<file path="src/rtl/prx_pkg.sv">
package prx_pkg;
   typedef enum logic [1:0] {
      SESS_IDLE = 2'd0,
      SESS_ARM  = 2'd1,
      SESS_LIVE = 2'd2
   } sess_e;
endpackage

</file>
<file path="src/rtl/prx_fifo.sv">
module prx_fifo #(
   parameter int DATA_W = 16,
   parameter int DEPTH  = 64,
   localparam int AW    = (DEPTH > 1) ? $clog2(DEPTH) : 1,
   localparam int CW    = $clog2(DEPTH + 1)
) (
   input  logic              clk,
   input  logic              rst_n,
   input  logic              wr_en,
   input  logic [DATA_W-1:0] wdata,
   input  logic              rd_en,
   output logic [DATA_W-1:0] rdata,
   output logic [CW-1:0]     count,
   output logic              full,
   output logic              empty
);
   logic [DATA_W-1:0] mem [DEPTH];
   logic [AW-1:0]     wr_ptr, rd_ptr, wr_nxt, rd_nxt;
   logic              do_wr, do_rd;

   assign full  = (count == CW'(DEPTH));
   assign empty = (count == '0);
   assign do_wr = wr_en && !full;
   assign do_rd = rd_en && !empty;
   assign rdata = mem[rd_ptr];

   generate
      if ((1 << AW) == DEPTH) begin : g_pow2
         assign wr_nxt = wr_ptr + 1'b1;
         assign rd_nxt = rd_ptr + 1'b1;
      end else begin : g_wrap
         assign wr_nxt = (wr_ptr == AW'(DEPTH - 1)) ? '0 : wr_ptr + 1'b1;
         assign rd_nxt = (rd_ptr == AW'(DEPTH - 1)) ? '0 : rd_ptr + 1'b1;
      end
   endgenerate

   always_ff @(posedge clk) begin
      if (do_wr) mem[wr_ptr] <= wdata;
   end

   always_ff @(posedge clk or negedge rst_n) begin
      if (!rst_n) begin
         wr_ptr <= '0;
         rd_ptr <= '0;
         count  <= '0;
      end else begin
         if (do_wr) wr_ptr <= wr_nxt;
         if (do_rd) rd_ptr <= rd_nxt;
         case ({do_wr, do_rd})
            2'b10:   count <= count + 1'b1;
            2'b01:   count <= count - 1'b1;
            default: count <= count;
         endcase
      end
   end

   // occupancy never passes the storage size, and a write into a full buffer is lost
   assert_no_overflow_R9 : assert property (@(posedge clk) disable iff (!rst_n)
      count <= CW'(DEPTH));
   assert_full_drop_R9 : assert property (@(posedge clk) disable iff (!rst_n)
      (full && wr_en && !rd_en) |=> (count == CW'(DEPTH)));
endmodule

</file>
<file path="src/rtl/prx_susp_ctl.sv">
module prx_susp_ctl #(
   parameter int CW      = 7,
   parameter int HI_MARK = 44,
   parameter int LO_MARK = 16
) (
   input  logic          clk,
   input  logic          rst_n,
   input  logic [CW-1:0] count,
   input  logic          enable,
   output logic          suspend_n
);
   logic susp_q;

   always_ff @(posedge clk or negedge rst_n) begin
      if (!rst_n)                      susp_q <= 1'b0;
      else if (count >= CW'(HI_MARK))  susp_q <= 1'b1;
      else if (count <  CW'(LO_MARK))  susp_q <= 1'b0;
   end

   assign suspend_n = !(susp_q && enable);

   // reaching the high mark raises the internal request on the next edge
   assert_susp_raise_R5 : assert property (@(posedge clk) disable iff (!rst_n)
      (count >= CW'(HI_MARK)) |=> susp_q);
   // a raised request holds until occupancy is below the low mark
   assert_susp_hold_R7 : assert property (@(posedge clk) disable iff (!rst_n)
      (susp_q && count >= CW'(LO_MARK)) |=> susp_q);
endmodule

</file>
<file path="src/rtl/prx_session.sv">
module prx_session
   import prx_pkg::*;
#(
   parameter int READY_DLY = 150,
   localparam int DW       = $clog2(READY_DLY + 1)
) (
   input  logic clk,
   input  logic rst_n,
   input  logic cmd_start,
   input  logic cmd_stop,
   output logic live,
   output logic not_ready,
   output logic user_ready
);
   sess_e         state_q;
   logic [DW-1:0] dly_q;

   always_ff @(posedge clk or negedge rst_n) begin
      if (!rst_n) begin
         state_q <= SESS_IDLE;
         dly_q   <= '0;
      end else if (cmd_stop) begin
         state_q <= SESS_IDLE;
         dly_q   <= '0;
      end else begin
         case (state_q)
            SESS_IDLE: if (cmd_start) begin
               state_q <= SESS_ARM;
               dly_q   <= DW'(READY_DLY - 1);
            end
            SESS_ARM: begin
               if (dly_q == '0) state_q <= SESS_LIVE;
               else             dly_q   <= dly_q - 1'b1;
            end
            default: state_q <= state_q;
         endcase
      end
   end

   assign live       = (state_q == SESS_LIVE);
   assign user_ready = live;
   assign not_ready  = (state_q == SESS_IDLE);

   // the user ready bit never rises while the not-ready line is still high
   assert_ready_order_R2 : assert property (@(posedge clk) disable iff (!rst_n)
      $rose(user_ready) |-> !not_ready);
   // a stop closes both readiness outputs on the next edge
   assert_stop_close_R3 : assert property (@(posedge clk) disable iff (!rst_n)
      (cmd_stop && !not_ready) |=> (not_ready && !user_ready));
endmodule

</file>
<file path="src/rtl/prx_flow_ctl.sv">
module prx_flow_ctl #(
   parameter int DATA_W    = 16,
   parameter int DEPTH     = 64,
   parameter int OVERRUN   = 16,
   parameter int MARGIN    = 4,
   parameter int LOW_MARK  = 16,
   parameter int READY_DLY = 150,
   parameter int ERR_W     = 8
) (
   input  logic              clk,
   input  logic              rst_n,
   input  logic              cmd_start_i,
   input  logic              cmd_stop_i,
   input  logic              susp_en_i,
   input  logic              strobe_i,
   input  logic [DATA_W-1:0] data_i,
   input  logic              rd_en_i,
   output logic [DATA_W-1:0] rd_data_o,
   output logic              empty_o,
   output logic              suspend_n_o,
   output logic              not_ready_o,
   output logic              user_ready_o,
   output logic              overflow_o,
   output logic [ERR_W-1:0]  err_cnt_o
);
   localparam int CW      = $clog2(DEPTH + 1);
   localparam int HI_MARK = DEPTH - OVERRUN - MARGIN;

   generate
      if (HI_MARK <= LOW_MARK) begin : g_bad_marks
         $error("prx_flow_ctl: high mark must lie above LOW_MARK");
      end
      if (LOW_MARK < 1) begin : g_bad_low
         $error("prx_flow_ctl: LOW_MARK must be at least 1");
      end
      if (READY_DLY < 1 || ERR_W < 1 || DATA_W < 1) begin : g_bad_misc
         $error("prx_flow_ctl: READY_DLY, ERR_W and DATA_W must be positive");
      end
   endgenerate

   logic          live, full;
   logic [CW-1:0] count;
   logic          ovf_q;
   logic [ERR_W-1:0] err_q;

   prx_session #(.READY_DLY(READY_DLY)) u_sess (
      .clk(clk), .rst_n(rst_n),
      .cmd_start(cmd_start_i), .cmd_stop(cmd_stop_i),
      .live(live), .not_ready(not_ready_o), .user_ready(user_ready_o)
   );

   prx_fifo #(.DATA_W(DATA_W), .DEPTH(DEPTH)) u_fifo (
      .clk(clk), .rst_n(rst_n),
      .wr_en(strobe_i && live), .wdata(data_i),
      .rd_en(rd_en_i), .rdata(rd_data_o),
      .count(count), .full(full), .empty(empty_o)
   );

   prx_susp_ctl #(.CW(CW), .HI_MARK(HI_MARK), .LO_MARK(LOW_MARK)) u_susp (
      .clk(clk), .rst_n(rst_n), .count(count),
      .enable(susp_en_i), .suspend_n(suspend_n_o)
   );

   always_ff @(posedge clk or negedge rst_n) begin
      if (!rst_n) begin
         ovf_q <= 1'b0;
         err_q <= '0;
      end else begin
         if (strobe_i && live && full)          ovf_q <= 1'b1;
         if (strobe_i && !live && err_q != '1)  err_q <= err_q + 1'b1;
      end
   end

   assign overflow_o = ovf_q;
   assign err_cnt_o  = err_q;

   // once set the overflow flag stays set
   assert_ovf_sticky_R9 : assert property (@(posedge clk) disable iff (!rst_n)
      overflow_o |=> overflow_o);
   // a strobe outside a session leaves a non-zero error count
   assert_idle_count_R10 : assert property (@(posedge clk) disable iff (!rst_n)
      (strobe_i && !user_ready_o) |=> (err_cnt_o != '0));
   // disabled signalling never pauses the sender
   always_comb begin
      if (rst_n && !susp_en_i) assert_susp_off_R8 : assert (suspend_n_o);
   end
endmodule

</file>
<file path="config.mk">
export PLATFORM = sky130hd
export DESIGN_NAME = prx_flow_ctl
export DESIGN_NICKNAME = d
export VERILOG_FILES = /design/src/rtl/prx_pkg.sv /design/src/rtl/prx_fifo.sv /design/src/rtl/prx_susp_ctl.sv /design/src/rtl/prx_session.sv /design/src/rtl/prx_flow_ctl.sv
export SDC_FILE = /design/constraint.sdc
export NUM_CORES = 1
export LEC_CHECK = 0
export ABC_AREA = 1
export ABC_CLOCK_PERIOD_IN_PS = 3700
export BUFFER_PORTS_ARGS = -buffer_cell sky130_fd_sc_hd__clkbuf_2
export CAP_MARGIN = 0
export CELL_PAD_IN_SITES_DETAIL_PLACEMENT = 1
export CELL_PAD_IN_SITES_GLOBAL_PLACEMENT = 2
export CORE_ASPECT_RATIO = 0.7
export CORE_MARGIN = 5
export CORE_UTILIZATION = 43
export DETAILED_ROUTE_END_ITERATION = 8
export PLACE_DENSITY_LB_ADDON = 0.3
export SYNTH_ARGS = -nofsm -noshare
export SYNTH_HDL_FRONTEND = slang
export SYNTH_SLANG_ARGS = --single-unit
</file>
<file path="constraint.sdc">
create_clock -name clk -period 3.7 [get_ports clk]
set_input_delay 0.185 -clock clk [delete_from_list [all_inputs] [get_ports clk]]
set_output_delay 0.185 -clock clk [all_outputs]
set_load 0.01 [all_outputs]
</file>
# ---- Word-level counts from Yosys, hierarchy flattened
# Memories as Yosys holds them, arrays and structs flattened.
# Cells that the tools add are included.
dict set report totals {
  ram_bits 1024
  latch_bits 0
  out_inout_bits 29
  memories 1
  romBits 0
  regBits 39
}
dict set report classes {
  div_mod_pow 0
  reduce_logical 19
  addsub 6
  bitwise_logic 0
  multipliers 0
  eq_ne 9
  magnitude_cmp 2
  muxes 13
  n_shift 0
}
# name depth width rd rd_clocked_by_memory_dff wr line
set mem_list {}
lappend mem_list {u_fifo.mem 64 16 1 0 1 prx_fifo.sv:17} ;# logic [DATA_W-1:0] mem [DEPTH];
# operator n
set ops {}
lappend ops {{$mux W8} 3}
lappend ops {{$pmux W8 S2} 1}
lappend ops {{$pmux W7 S2} 1}
lappend ops {{$add A6 B1 Y6 const B} 2}
lappend ops {{$add A8 B1 Y8 const B} 1}
lappend ops {{$logic_not A8 Y1} 1}
lappend ops {{$ne A8 B8 Y1 const B} 1}
lappend ops {{$sub A8 B1 Y8 const B} 1}
lappend ops {{$add A7 B1 Y7 const B} 1}
lappend ops {{$eq A7 B7 Y1 const B} 1}
lappend ops {{$ge A7 B6 Y1 const B} 1}
lappend ops {{$logic_and A1 B1 Y1} 7}
lappend ops {{$logic_not A7 Y1} 1}
lappend ops {{$lt A7 B5 Y1 const B} 1}
lappend ops {{$sub A7 B1 Y7 const B} 1}
lappend ops {{$mux W2} 3}
lappend ops {{$ne A3 B3 Y1 const B} 2}
lappend ops {{$reduce_and A3 Y1} 2}
lappend ops {{$eq A2 B1 Y1 const B} 2}
lappend ops {{$eq A2 B2 Y1 const B} 2}
lappend ops {{$logic_not A1 Y1} 4}
lappend ops {{$mux W1} 4}
lappend ops {{$pmux W2 S2} 1}
lappend ops {{$reduce_bool A2 Y1} 2}
lappend ops {{other kinds (3)} 3}

# ---- Longest topological paths before layout
# Gate-level depths: netlist of run 1.
dict set report depth {
  ltp_word 5
  ltp_mapped 15
  ltp_nobuf 15
}

# ---- Hierarchy
# Synthesis of run 1 repeated with hierarchy kept, for this count alone.
dict set report hier_totals {
  hier_cells 4184
  hier_area_um2 45339.7
}
# module cells_per_inst instances seq_area_each_um2 area_each_um2
set modules_own_cells {}
lappend modules_own_cells {prx_fifo 4007 1 31224.9 44031.0}
lappend modules_own_cells {prx_session 98 1 250.2 703.2}
lappend modules_own_cells {prx_flow_ctl 68 1 225.2 543.0}
lappend modules_own_cells {prx_susp_ctl 11 1 25.0 62.6}

# ---- Worst setup path after synthesis of run 1
# OpenSTA, ideal clock, no wires.
dict set report synth_path {
  kind {reg-to-reg}
  start {register u_sess.state_q[0]}
  end {memory u_fifo.mem[63][0] (enable)}
  period_less_slack_ns 2.722
  stages_incl_launch_ff 7
  arrival_time_ns 2.313
  slack_ns 0.978
  cell_sequence {dfrtp_1 -> nor2_2 -> nand2_1 -> nor2_2 -> buf_6 -> nand2_4 -> nor3_1}
}
dict set report synth_via {
  elab_chain_len 5
}
# element line
set synth_rtl {}
lappend synth_rtl {{from (decl)} prx_session.sv:15} ;# sess_e state_q;
lappend synth_rtl {{from (signal assigned)} prx_session.sv:35} ;# default: state_q <= state_q;
lappend synth_rtl {{$eq A2 B2 Y1} prx_session.sv:40} ;# assign live = (state_q == SESS_LIVE);
lappend synth_rtl {{named net user_ready_o} prx_flow_ctl.sv:22} ;# output logic user_ready_o,
lappend synth_rtl {{$logic_and A1 B1 Y1} prx_flow_ctl.sv:54} ;# .wr_en(strobe_i && live), .wdata(data_i),
lappend synth_rtl {{$logic_and A1 B1 Y1} prx_fifo.sv:23} ;# assign do_wr = wr_en && !full;
lappend synth_rtl {{$mux W1} prx_fifo.sv:38} ;# if (do_wr) mem[wr_ptr] <= wdata;
lappend synth_rtl {{$mux W1 (not written as such)} prx_fifo.sv:38}
lappend synth_rtl {{to (decl)} prx_fifo.sv:17}
# The timed path passes the listed nets, and every way through them passes these cells.

# ---- Worst setup path after layout of run 1
dict set report layout_path {
  start {register u_fifo.rd_ptr[1]}
  end {output rd_data_o[7]}
}
dict set report layout_via {
  elab_chain_len 1
}
# element line
set layout_rtl {}
lappend layout_rtl {{from (decl)} prx_fifo.sv:18} ;# logic [AW-1:0] wr_ptr, rd_ptr, wr_nxt, rd_nxt;
lappend layout_rtl {{from (signal assigned)} prx_fifo.sv:48} ;# if (do_rd) rd_ptr <= rd_nxt;
lappend layout_rtl {{$mem_v2 Z64 W16} -}
lappend layout_rtl {{to (decl)} prx_flow_ctl.sv:18} ;# output logic [DATA_W-1:0] rd_data_o,
# Every way passes these cells.

==> qor.txt, run 1 <==
Slew at the pin closest to its max-slew limit: 1.23 ns
I/O pin count: 52
Most used cell along the critical path: nand2_1
Layout fillers: 11100
Number of port buffers: 51
Number of antenna violations at the first check in global routing: 2
Portion of the clock cycle consumed by the worst path in the final layout: 94.6%
Number of hold violations in the final report: 0
Clock transition at the registers of the reported paths: 0.06 ns
Flop and latch count out of synthesis: 1063
Global Route Usage Sum: 23.6%
Layout overhead on the synthesized area: 13.4%
Total detailed-routing wirelength: 132000 µm
Total leakage power: 20.0 nW
Estimated wirelength of the detail-placed design: 78900 µm
Share of the yosys chip area belonging to registers: 70.7%
Slowest stage delay, CP: 0.73 ns
R2R Path Start: u_fifo.count[5]
Critical Path Sink Type: output port
Area of the multi-input gates: 0.0107 mm²
Maximum count of clock buffers along a single path: 3
Synth area leaders: edfxtp_1 68%, nand2_1 12%, nand3_1 6.3%
Final worst clock skew: 0.0252 ns
Clock tree from TritonCTS: done
Minimum clock period after layout: 3.50 ns
Synthesized cell area: 0.0449 mm²
GRT Residual Overflow: 0
FFs w/ async S/R, synth: 3.67%
Drt initial violations: 2265
Required time reported for the critical path endpoint: 3.51 ns
Maximum level of the CTS H-tree: 3
Setup tns final: 0 ns
Path depth of the worst reg2reg path: 14
Ratio of cells with drive above 1 in the final layout: 9.17%
Cells after Synth: 4138
Std cell rows: 99
Max-cap violations: 0
Synth Net Count: 4173
Clock latency on the worst-skew pair: 0.70 ns
Number of max-slew violations in the final report: 0
Nets: 4278
Crit. path cell count: 10
Power density cells: 749 mW/mm²
ANT nets after route: 0
RSZ-0062 raised after global routing: false
Critical path fanouts, max: 30
Number of vias after detailed routing: 30500
Cell accounting for the most synthesized area: edfxtp_1
Relative slew slack: 18.3%
Area taken by flip-flops and latches: 0.0317 mm²
Class of the tightest hold or removal check: in2reg
Critical Path, Cell by Cell: clkinv_8, buf_12, buf_12, nand2_1, a21oi_1, nor2_1, nand2_1, nand3_1, nand2_1, clkbuf_2
Most used standard cells in the synthesized netlist: 1445 x nand2_1, 1024 x edfxtp_1, 561 x nand3_1
Height of the die: 280 µm
Master cell of the clock root buffer: clkbuf_16
Number of buffers and inverters on the critical path: 4
Top_reg_cell synth: edfxtp_1
Die X: 396 µm
Area enclosed by the die boundary: 0.111 mm²
Starting Density: 43.2%
Worst path slowest cell: dfrtp_4
Number of enable flip-flop cells after synthesis: 1024
DRC violation count after routing: 0
Worst IR Drop VDD: 0.000537 V
CTS Buf Count: 103
# clock sinks: 1063
Setup CP Type: reg2out
Synthesis Warnings: 0
Launching element type of the critical path: register
Avg Cell Area, Syn: 10.9 µm²
WHS: 0.0554 ns
Share of the synthesized area in the top cell type: 68.5%
Result of the run: finished, final reports clean
Beginning of the critical path: u_fifo.rd_ptr[1]
Maximum number of pins on one net before global-route repair: 101
R2R setup slack: 0.65 ns
Cell with the most instances after synthesis: nand2_1
Last element of the critical path: rd_data_o[7]
Crit Reg-Reg Endpoint: u_fifo.count[6]
Final setup violation count: 0
Via count of the first global-routing pass: 31200
Max Clk Rate: 286 MHz
Final GP Congestion: 0.796
Avg Vias per Cell: 5.35
Number of detailed-routing iterations run before antenna repair: 5
Number of distinct standard cells referenced by the synthesized netlist: 35
Core Footprint: 0.104 mm²
Avg WL per Cell: 23.1 µm
Family with the most delay on the worst path: buffers and inverters
Worst EP arrival: 3.32 ns
First-pass GRT wire length: 198000 µm
power by group:
part	total, mW	switching (mW)	internal, mW	leakage, nW
clock	10.8	4.57	6.20	1.70
combinational	13.6	9.73	3.89	8.63
sequential	13.8	0.312	13.5	9.68
total	38.2	14.6	23.5	20.0
per-stage QoR:
stage               instances  setup slack, ns  total power [mW]  utilization [%]  area [µm²]
global placement         5491            0.659              27.4             45.5       47300
finish                   5695            0.200              38.2             49.0       50900
CTS                      5690           0.0645              38.4             48.9       50800
floorplan                4138            0.978              22.2                -       44900
detailed placement       5491            0.670              27.6             45.5       47300
global route             5694           0.0998              40.3             49.0       50900
metal layers:
layer / part of all wire [%] / wire length (µm) / global-route usage [%]
met5: 0 / 0 / 0
met4: 2.5 / 3350 / 6.33
met3: 5.2 / 6780 / 3.86
met2: 45 / 59300 / 36.8
met1: 47 / 62200 / 34.6
cell usage in the layout (no fill, tap or decap), types with 3 or more instances in the layout:
cell type / n
ha_1: 11
clkbuf_8: 12
buf_2: 4
xnor2_1: 8
dfrtp_1: 36
inv_1: 365
nor2_1: 230
edfxtp_1: 1024
o21ai_1: 3
nor2_2: 10
clkinv_2: 23
clkinv_1: 14
clkbuf_16: 108
dlygate4sd3_1: 6
a21oi_1: 69
clkbuf_1: 25
inv_2: 5
nand3_1: 560
bufinv_16: 9
buf_12: 27
o211ai_1: 48
nand4_1: 14
nand2_1: 1444
xor2_1: 15
buf_4: 131
o21ai_0: 52
inv_6: 3
clkbuf_2: 47
flip-flops by register name (all words and copies together) (netlist names):
name	flops
overflow_o	1
u_sess.dly_q	8
u_fifo.count	7
u_sess.state_q	2
u_susp.susp_q	1
u_fifo.rd_ptr	6
err_cnt_o	8
u_fifo.mem	1024
u_fifo.wr_ptr	6
worst min path at each step:
stage,start,end,slack (ns),cells after the start
6_report,data_i[5],u_fifo.mem[11][5],0.06,1
5_1_grt,data_i[5],u_fifo.mem[5][5],0.03,1
4_1_cts,data_i[5],u_fifo.mem[11][5],0.008,1
3_5_place_dp,rst_n,u_sess.dly_q[0],0.37,1
3_3_place_gp,rst_n,u_sess.dly_q[0],0.35,1
2_1_floorplan,rst_n,err_cnt_o[0],-0.11,0
final cells by class:
cell class,count,area share (%)
sequential,1063,62.3
inverter,374,2.81
clock buffer,145,5.82
multi-input combinational,2485,21.1
clock inverter,48,0.914
tap,1363,3.35
timing repair buffer,216,3.67
antenna,1,0.00492
what timing repair did:
action	4_1_cts	5_1_grt
endpoints found under the setup margin	1	6
cloned	0	0
buffers inserted	0	4
hold endpoints to repair	47	0
hold buffers	6	0
resized for setup	1	3
logic make-up after synthesis:
logic type,Yosys count,share of synthesized area [%]
AO/OA/AOI/OAI,181,2.32
XOR/XNOR,23,0.449
adder cells (fa/ha/maj),12,0.351
buffers and inverters,590,5.51
flip-flops,1063,70.7
AND/OR/NAND/NOR,2269,20.7
(Power assumes the default switching activity.)
==> inputs of run 2 (changes only) <==
Settings changed: ABC_AREA 1 to 0, CORE_UTILIZATION 43 to 50, SKIP_LAST_GASP set to 1.
==> run 2 against run 1 <==
  * Routed wire length down 15%
  * Fmax down 4.7%
  * Synthesized cell count down 52%
  * Global-route usage up 1.5 points
  * Critical path type unchanged
  * Largest power group unchanged
  * Highest routed layer unchanged
==> qor.txt, run 2 <==
FFs w/ async S/R, synth: 3.67%
Worst EP arrival: 3.49 ns
Maximum level of the CTS H-tree: 3
First-pass GRT wire length: 161000 µm
Cell accounting for the most synthesized area: edfxtp_1
Clock latency on the worst-skew pair: 0.68 ns
Commonest non-fill, non-tap cell in the layout: edfxtp_1
Area enclosed by the die boundary: 0.0887 mm²
Setup CP Type: reg2out
Core Footprint: 0.0822 mm²
Maximum number of pins on one net before global-route repair: 65
Final worst clock skew: 0.0208 ns
Final GP Congestion: 0.825
Final setup violation count: 0
Design Area, Final: 0.0474 mm²
Most used standard cells in the synthesized netlist: 1024 x edfxtp_1, 193 x mux4_2, 177 x mux2i_1
Setup tns final: 0 ns
Required time reported for the critical path endpoint: 3.51 ns
Number of max-slew violations in the final report: 0
Avg WL per Cell: 32.7 µm
Total leakage power: 15.7 nW
Worst IR Drop VDD: 0.000521 V
Number of detailed-routing iterations run before antenna repair: 6
DRC violation count after routing: 0
Avg Vias per Cell: 6.35
Cells after Synth: 2005
Commonest cells after routing, fill and taps aside: 1024 x edfxtp_1, 193 x mux4_2, 172 x mux2i_1, 166 x buf_4, 104 x clkbuf_16
Flip-flop count of the largest register, all copies and words added: 1024
Share of the synthesized area in the top cell type: 74.4%
Number of antenna violations at the first check in global routing: 4
Avg Cell Area, Syn: 20.6 µm²
GRT Residual Overflow: 0
Launching element type of the critical path: register
Power density cells: 730 mW/mm²
Total detailed-routing wirelength: 111000 µm
Ratio of cells with drive above 1 in the final layout: 25.8%
Maximum count of clock buffers along a single path: 3
Number of distinct standard cells referenced by the synthesized netlist: 58
Max-cap violations: 0
Largest reg by FF count: u_fifo.mem
Top_reg_cell synth: edfxtp_1
ANT nets after route: 0
Minimum clock period after layout: 3.67 ns
Clock transition at the registers of the reported paths: 0.06 ns
Number of port buffers: 51
Slew at the pin closest to its max-slew limit: 1.24 ns
WHS: 0.0671 ns
# clock sinks: 1063
Synth area leaders: edfxtp_1 74%, mux4_2 11%, mux2i_1 4.3%
Starting Density: 50.3%
Global Route Usage Sum: 25.1%
CTS Buf Count: 100
Synth Net Count: 2040
Std cell rows: 88
I/O pin count: 52
Number of vias after detailed routing: 21600
Height of the die: 251 µm
Cell with the most instances after synthesis: edfxtp_1
Estimated wirelength of the detail-placed design: 69100 µm
Critical path fanouts, max: 24
Via count of the first global-routing pass: 21900
Layout overhead on the synthesized area: 14.5%
Die X: 354 µm
Post-Place Setup Slack: 0.610 ns
Final worst-path setup slack: 0.0258 ns
Flop and latch count out of synthesis: 1063
Result of the run: finished, final reports clean
Class of the tightest hold or removal check: in2reg
Drt initial violations: 2508
Number of hold violations in the final report: 0
Relative slew slack: 17.5%
Synthesis Warnings: 0
Number of enable flip-flop cells after synthesis: 1024
Critical Path Sink Type: output port
Master cell of the clock root buffer: clkbuf_16
Portion of the clock cycle consumed by the worst path in the final layout: 99.3%
Nets: 2276
RSZ-0062 raised after global routing: true
Cell area after placement: 0.0440 mm²
Share of the yosys chip area belonging to registers: 76.7%
Synthesized cell area: 0.0414 mm²
Clock tree from TritonCTS: done
Max Clk Rate: 272 MHz
[run 2: layout make-up]
type / count / area (µm²)
Clock inverter: 56 / 539
Clock buffer: 128 / 2670
Antenna cell: 1 / 2.50
Fill cell: 7026 / 34900
Inverter: 13 / 48.8
Multi-Input combinational cell: 823 / 9090
Timing Repair Buffer: 240 / 1920
Sequential cell: 1063 / 31700
Tap cell: 1080 / 1350
[run 2: logic make-up after synthesis]
kind of cell / count (synthesis) / synth area share (%)
buffers and inverters: 119 / 1.43
XOR/XNOR: 24 / 0.508
AND/OR/NAND/NOR: 187 / 2.17
AO/OA/AOI/OAI: 228 / 3.94
multiplexers: 372 / 14.8
adder cells (fa/ha/maj): 12 / 0.381
flip-flops: 1063 / 76.7
[run 2: through the flow]
| step | power [mW] | std cells | util, % |
|---|---|---|---|
| floorplan | 19.9 | 2005 | - |
| global placement | 24.2 | 3211 | 53.4 |
| detailed placement | 24.4 | 3211 | 53.4 |
| CTS | 34.6 | 3401 | 57.5 |
| global route | 35.9 | 3403 | 57.6 |
| finish | 34.6 | 3404 | 57.6 |
[run 2: path summary, 6_finish.rpt]
| check | start | endpoint | slack, ns | cells past startpoint |
|---|---|---|---|---|
| worst max-delay path | u_fifo.rd_ptr[1] | rd_data_o[7] | 0.03 | 9 |
| worst min register to register | u_sess.dly_q[7] | u_sess.dly_q[7] | 0.50 | 1 |
| max in group asynchronous | rst_n | err_cnt_o[3] | 2.56 | 3 |
| worst max register to register | u_sess.state_q[0] | u_fifo.mem[32][13] | 0.60 | 6 |
| worst min-delay path | rd_en_i | u_fifo.rd_ptr[0] | 0.07 | 3 |
| min in group asynchronous | rst_n | u_sess.dly_q[6] | 0.15 | 3 |
[run 2: worst max-delay path, cell delays in order (launching register included)]
cell	delay, ns
dfrtp_4	0.65
or3b_1	0.50
buf_4	0.27
o22ai_1	0.31
a211oi_1	0.15
buf_4	0.20
a22oi_1	0.14
buf_4	0.15
and3_1	0.27
clkbuf_2	0.18
[run 2: timing repair]
item                                    in CTS  in global routing
hold buffers                                 5                  0
buffers inserted                             0                  1
hold endpoints to repair                    52                  0
endpoints found under the setup margin      11                  9
cloned                                       1                  1
resized for setup                            8                  6
[run 2: where the power goes]
group	switching [mW]	internal (mW)	leakage, nW
Combinational	6.32	4.41	4.45
Sequential	0.308	13.3	9.69
Clock	4.42	5.74	1.57
[run 2: metal layers]
metal / track usage, % / up-vias / wire (µm)
met4: 4.28 / 0 / 1740
met1: 38.5 / 11700 / 47400
met3: 5.87 / 128 / 11100
met5: 0 / - / 0
met2: 37.6 / 982 / 50900
li1: - / 8835 / -
